### src/rtl/rss_pkg.sv
package rss_pkg;

    localparam int NUM_EVT = 7;
    localparam int REG_W   = 8;

    // flag vector index order (LSB first)
    typedef enum logic [2:0] {
        FI_ADC   = 3'd0,
        FI_CSUM  = 3'd1,
        FI_QS    = 3'd2,
        FI_RC    = 3'd3,
        FI_RXCAL = 3'd4,
        FI_TXCAL = 3'd5,
        FI_LOCK  = 3'd6
    } flag_idx_e;

    typedef struct packed {
        logic cal;
        logic ee;
        logic hk;
        logic burst;
        logic rx;
        logic tx;
    } busy_src_t;

    // event register: flags 6..1 go to bits 7..2, ready to bit 1, flag 0 to bit 0
    function automatic logic [REG_W-1:0] pack_evt_reg(input logic [NUM_EVT-1:0] f,
                                                     input logic ready);
        return {f[NUM_EVT-1:1], ready, f[0]};
    endfunction

    function automatic logic fold_busy(input busy_src_t s);
        return s.cal | s.ee | s.hk | s.burst | s.rx | s.tx;
    endfunction

    function automatic logic [REG_W-1:0] pack_busy_reg(input logic busy);
        return {{(REG_W-1){1'b0}}, busy};
    endfunction

endpackage

### src/rtl/rss_sticky_bit.sv
module rss_sticky_bit (
    input  logic clk,
    input  logic rst,
    input  logic set,
    input  logic clr,
    output logic q
);
    always_ff @(posedge clk) begin
        if (rst)
            q <= 1'b0;
        else
            q <= (q & ~clr) | set;   // new event beats clear
    end
endmodule

### src/rtl/rss_span_hold.sv
module rss_span_hold (
    input  logic clk,
    input  logic rst,
    input  logic start,
    input  logic done,
    output logic active
);
    logic hold_q;

    always_ff @(posedge clk) begin
        if (rst)
            hold_q <= 1'b0;
        else if (start)
            hold_q <= 1'b1;          // start wins over done
        else if (done)
            hold_q <= 1'b0;
    end

    assign active = hold_q | start;
endmodule

### src/rtl/rss_read_mux.sv
module rss_read_mux #(
    parameter int ADDR_W    = 4,
    parameter int EVT_ADDR  = 1,
    parameter int BUSY_ADDR = 2
) (
    input  logic                       rd_en,
    input  logic [ADDR_W-1:0]          rd_addr,
    input  logic [rss_pkg::REG_W-1:0]  evt_reg,
    input  logic [rss_pkg::REG_W-1:0]  busy_reg,
    output logic [rss_pkg::REG_W-1:0]  rd_data,
    output logic                       clr_flags
);
    localparam logic [ADDR_W-1:0] EVT_A  = ADDR_W'(EVT_ADDR);
    localparam logic [ADDR_W-1:0] BUSY_A = ADDR_W'(BUSY_ADDR);

    always_comb begin
        rd_data = '0;
        if (rd_en) begin
            if (rd_addr == EVT_A)
                rd_data = evt_reg;
            else if (rd_addr == BUSY_A)
                rd_data = busy_reg;
        end
    end

    assign clr_flags = rd_en && (rd_addr == EVT_A);
endmodule

### src/rtl/radio_status_unit.sv
module radio_status_unit #(
    parameter int ADDR_W    = 4,
    parameter int EVT_ADDR  = 1,
    parameter int BUSY_ADDR = 2
) (
    input  logic              clk,
    input  logic              rst,
    input  logic              ev_lock_lost,
    input  logic              ev_txcal_fail,
    input  logic              ev_rxcal_fail,
    input  logic              ev_rccal_fail,
    input  logic              ev_qscal_fail,
    input  logic              ev_csum_fail,
    input  logic              ev_adc_done,
    input  logic              cmd_ready,
    input  logic              act_cal,
    input  logic              act_ee,
    input  logic              act_hk,
    input  logic              act_burst,
    input  logic              rx_id_found,
    input  logic              rx_pkt_done,
    input  logic              tx_buf_start,
    input  logic              tx_sent,
    input  logic              rd_en,
    input  logic [ADDR_W-1:0] rd_addr,
    output logic [7:0]        rd_data
);
    import rss_pkg::*;

    logic [NUM_EVT-1:0] ev_vec;
    logic [NUM_EVT-1:0] flag_q;
    logic               clr_flags;
    logic               rx_active;
    logic               tx_active;
    logic               busy_w;
    busy_src_t          bsrc;
    logic [REG_W-1:0]   evt_reg;
    logic [REG_W-1:0]   busy_reg;

    always_comb begin
        ev_vec           = '0;
        ev_vec[FI_ADC]   = ev_adc_done;
        ev_vec[FI_CSUM]  = ev_csum_fail;
        ev_vec[FI_QS]    = ev_qscal_fail;
        ev_vec[FI_RC]    = ev_rccal_fail;
        ev_vec[FI_RXCAL] = ev_rxcal_fail;
        ev_vec[FI_TXCAL] = ev_txcal_fail;
        ev_vec[FI_LOCK]  = ev_lock_lost;
    end

    for (genvar i = 0; i < NUM_EVT; i++) begin : g_flag
        rss_sticky_bit u_bit (
            .clk (clk),
            .rst (rst),
            .set (ev_vec[i]),
            .clr (clr_flags),
            .q   (flag_q[i])
        );
    end

    rss_span_hold u_rx_span (
        .clk    (clk),
        .rst    (rst),
        .start  (rx_id_found),
        .done   (rx_pkt_done),
        .active (rx_active)
    );

    rss_span_hold u_tx_span (
        .clk    (clk),
        .rst    (rst),
        .start  (tx_buf_start),
        .done   (tx_sent),
        .active (tx_active)
    );

    always_comb begin
        bsrc.cal   = act_cal;
        bsrc.ee    = act_ee;
        bsrc.hk    = act_hk;
        bsrc.burst = act_burst;
        bsrc.rx    = rx_active;
        bsrc.tx    = tx_active;
    end

    assign busy_w   = fold_busy(bsrc);
    assign evt_reg  = pack_evt_reg(flag_q, cmd_ready);
    assign busy_reg = pack_busy_reg(busy_w);

    rss_read_mux #(
        .ADDR_W    (ADDR_W),
        .EVT_ADDR  (EVT_ADDR),
        .BUSY_ADDR (BUSY_ADDR)
    ) u_rd (
        .rd_en     (rd_en),
        .rd_addr   (rd_addr),
        .evt_reg   (evt_reg),
        .busy_reg  (busy_reg),
        .rd_data   (rd_data),
        .clr_flags (clr_flags)
    );
endmodule

### config.mk
export PLATFORM = sky130hd
export DESIGN_NAME = radio_status_unit
export DESIGN_NICKNAME = d
export VERILOG_FILES = /design/src/rtl/rss_pkg.sv /design/src/rtl/rss_sticky_bit.sv /design/src/rtl/rss_span_hold.sv /design/src/rtl/rss_read_mux.sv /design/src/rtl/radio_status_unit.sv
export SDC_FILE = /design/constraint.sdc
export NUM_CORES = 1
export LEC_CHECK = 0
export ABC_CLOCK_PERIOD_IN_PS = 2400
export CELL_PAD_IN_SITES_DETAIL_PLACEMENT = 1
export CELL_PAD_IN_SITES_GLOBAL_PLACEMENT = 1
export CORE_MARGIN = 2
export CORE_UTILIZATION = 28
export CTS_CLUSTER_DIAMETER = 150
export DETAILED_ROUTE_END_ITERATION = 10
export PLACE_DENSITY = 0.92
export SYNTH_ARGS = -nofsm -noshare
export SYNTH_HDL_FRONTEND = slang
export SYNTH_HIERARCHICAL = 1
export SYNTH_SLANG_ARGS = --single-unit
### constraint.sdc
create_clock -name clk -period 2.4 [get_ports clk]
set_clock_uncertainty 0.05 [all_clocks]
set_input_delay 0.24 -clock clk [delete_from_list [all_inputs] [get_ports clk]]
set_output_delay 0.24 -clock clk [all_outputs]
set_load 0.02 [all_outputs]
==> results.tsv <==
stage	metric	value	unit
sta	timing.fmax	435	MHz
synth	synth_compound_area_frac	0.205	
setup_path	worstPathRequired	2.11	ns
detailed_routing	drtAntennaViolNets	0	
floorplanning	rows	16	
floorplanning	dieWidth	49.5	µm
setup_path	r2r-start	g_flag[3].u_bit/q	
placed_design	hpwl	1320	µm
setup_path	path_max_fanout	9	
floorplanning	ioPinCount	31	
grt	grt_pass1_wl	2880	µm
clock_network	cts_hold_buffers	0	
hold_path	hold_class	reg -> reg	
power	vdd_drop_max	222	µV
sta	period_needed	2.30	ns
setup_path	cp_slowest_cell	clkdlybuf4s50_1	
setup_path	reg2reg_depth	2	
synth	seq_area_frac_synth	0.310	
grt	grt_max_degree	18	
placed_design	gp_congestion	0.648	
synth	synth.distinct_cells	16	
power	power.density	391	nW/µm²
setup_path	crit_arrival	2.01	ns
detailed_routing	vias_per_cell	4.37	
finish	final_layout_size_suffix_gt1_frac	0.128	
floorplanning	start_util	0.296	
sta	finalHoldViolations	0	
detailed_routing	drt_iter0_drc	2	
grt	grt_overflow_total	0	
synth	yosys.area.top_type_share	0.310	
floorplanning	dieArea	2450	µm²
sta	finalCritPeriodShare	0.958	
sta	fin_setup_tns	0	ns
setup_path	crit_path_cell_trace	clkdlybuf4s50_1 -> or3b_1 -> a21oi_1 -> clkdlybuf4s50_1	
grt	grt_pass1_vias	649	
setup_path	rr_endpoint	g_flag[3].u_bit/q	
hold_path	hold_path_startpoint	g_flag[5].u_bit/q	
synth	synth_area_leaders	dfxtp_1, nand3b_1, a21oi_2	
clock_network	clk_pin_slew	0.06	ns
synth	syn_avg_cell_area	8.18	µm²
sta	worst_hold_slack	0.442	ns
clock_network	cts-resized-gates	0	
finish	final_nets	133	
clock_network	post_cts_buffers	0	
synth	yosys.area_share.simple	0.386	
synth	syn_area	581	µm²
hold_path	min_to	g_flag[5].u_bit/q	
synth	synth_top_area_cell	dfxtp_1	
sta	report.final.slew_viol_count	0	
floorplanning	die_h	49.5	µm
outcome	status	completed	
power	p_leak	0.000357	µW
sta	finalSetupViolCount	0	
detailed_routing	first_pass_iters	4	
sta	rsz0062_at_grt	no	
finish	syn2layout_area_growth	63.8	%
clock_network	clock-root-buffer	clkbuf_4	
clock_network	clk_latency	0.25	ns
finish	final_util	0.485	
setup_path	crit_top_cell	clkdlybuf4s50_1	
setup_path	r2r_slack	1.67	ns
setup_path	crit_path_max_incr_delay	0.63	ns
synth	synth_warnings	6	
clock_network	cts_tree	done	
setup_path	cp-end-kind	primary output	
clock_network	cts_buffer_depth	2	
synth	yosys.area_share.adder	0	
grt	grt_usage	0.156	
finish	num-fill-cells	258	
sta	slew_headroom	0.653	
grt	antenna_found_initial	0	
synth	synthCells	71	
detailed_routing	drc	0	
synth	synth.area.mux_share	0	
flow_run	maxCapViolCount	0	
detailed_routing	wl_per_cell	11.9	µm
placed_design	port_buffers	30	
clock_network	htreeDepth	1	
hold_path	whs_path_depth	2	
detailed_routing	route.final.wire_length	1610	µm
clock_network	cts_made_buffers	3	
setup_path	cp-start-kind	input port	
floorplanning	coreArea	1960	µm²
sta	worst_pin_slew	0.518	ns
finish	antenna_cells	0	
setup_path	path_class	in -> out	
synth	ys_seq_elements	9	
synth	synth_top_family_by_area	simple AND/OR/NAND/NOR gates	
detailed_routing	vias	594	
synth	synth-xor-area-share	0	
clock_network	clock-sinks	9	
-- flip-flops by register name (all words and copies together), names as in the netlist --
name and cells:
u_rx_span/hold_q 1, g_flag.u_bit/q 7, u_tx_span/hold_q 1
-- worst max path at each step --
stage,start,to,slack [ns],cells after the start
final,rd_en,rd_data[5],0.1,4
after floorplan,rd_addr[3],rd_data[0],1.01,3
after detailed placement,rd_en,rd_data[5],0.08,4
after global routing,rx_id_found,rd_data[0],0.007,7
after CTS,rd_en,rd_data[5],0.08,4
after global placement,rd_en,rd_data[0],0.13,4
-- cell families after synthesis --
kind of cell,Yosys count
AO/OA/AOI/OAI,17
buffers and inverters,12
flip-flops,9
other,1
AND/OR/NAND/NOR,32
-- critical path: cells and delay by family --
kind                   cells  cell delay, ns
AND/OR/NAND/NOR            1            0.49
AO/OA/AOI/OAI              1            0.20
buffers and inverters      2            1.08
-- synth_stat cells --
cell type   n
a21oi_1     8
a21oi_2     9
buf_2       1
buf_6       1
clkbuf_1    1
conb_1      1
dfxtp_1     9
inv_1       9
nand2_1     1
nand2b_1    9
nand3b_1   16
nor2_1      1
nor3b_2     1
nor4_1      1
or2_1       2
or3b_1      1
-- cell type report --
class / count / area [µm²] / share of cell area
inverter: 9 / 33.8 / 0.0355
tap: 27 / 33.8 / 0.0355
multi-input combinational: 56 / 369 / 0.388
timing repair buffer: 31 / 308 / 0.324
sequential: 9 / 180 / 0.189
clock buffer: 4 / 26.3 / 0.0276
-- placed cells by master, fill, tap and decap left out --
cell type / count
clkbuf_4: 3
nand2_1: 1
nor4_1: 1
clkdlybuf4s50_1: 30
a21oi_2: 9
clkbuf_1: 1
a21oi_1: 8
nand2b_1: 9
conb_1: 7
nor2_1: 1
buf_4: 1
inv_1: 9
nor3b_2: 1
dfxtp_1: 9
nand3b_1: 16
or2_1: 2
or3b_1: 1
-- per-stage QoR --
step	instance area (µm²)	setup slack, ns	instances	total power (µW)
3_3_place_gp	925	0.134	132	258
2_1_floorplan	603	1.01	77	210
6_report	951	0.0998	136	372
5_1_grt	951	0.00738	136	396
3_5_place_dp	925	0.0802	132	262
4_1_cts	951	0.0754	136	379
-- routing by layer --
| metal | wire, µm | vias to the layer above | track usage |
|---|---|---|---|
| li1 | - | 307 | - |
| met5 | 0 | - | 0 |
| met4 | 27 | 0 | 0.111 |
| met3 | 78 | 2 | 0.0182 |
| met1 | 656 | 266 | 0.170 |
| met2 | 851 | 19 | 0.276 |
-- where the power goes --
part	switching (µW)	internal [µW]	total [µW]
Clock	48.7	63.8	112
Sequential	6.12	160	166
Combinational	37.5	55.4	92.9
Total	92.3	280	372
(Power assumes the default switching activity.)
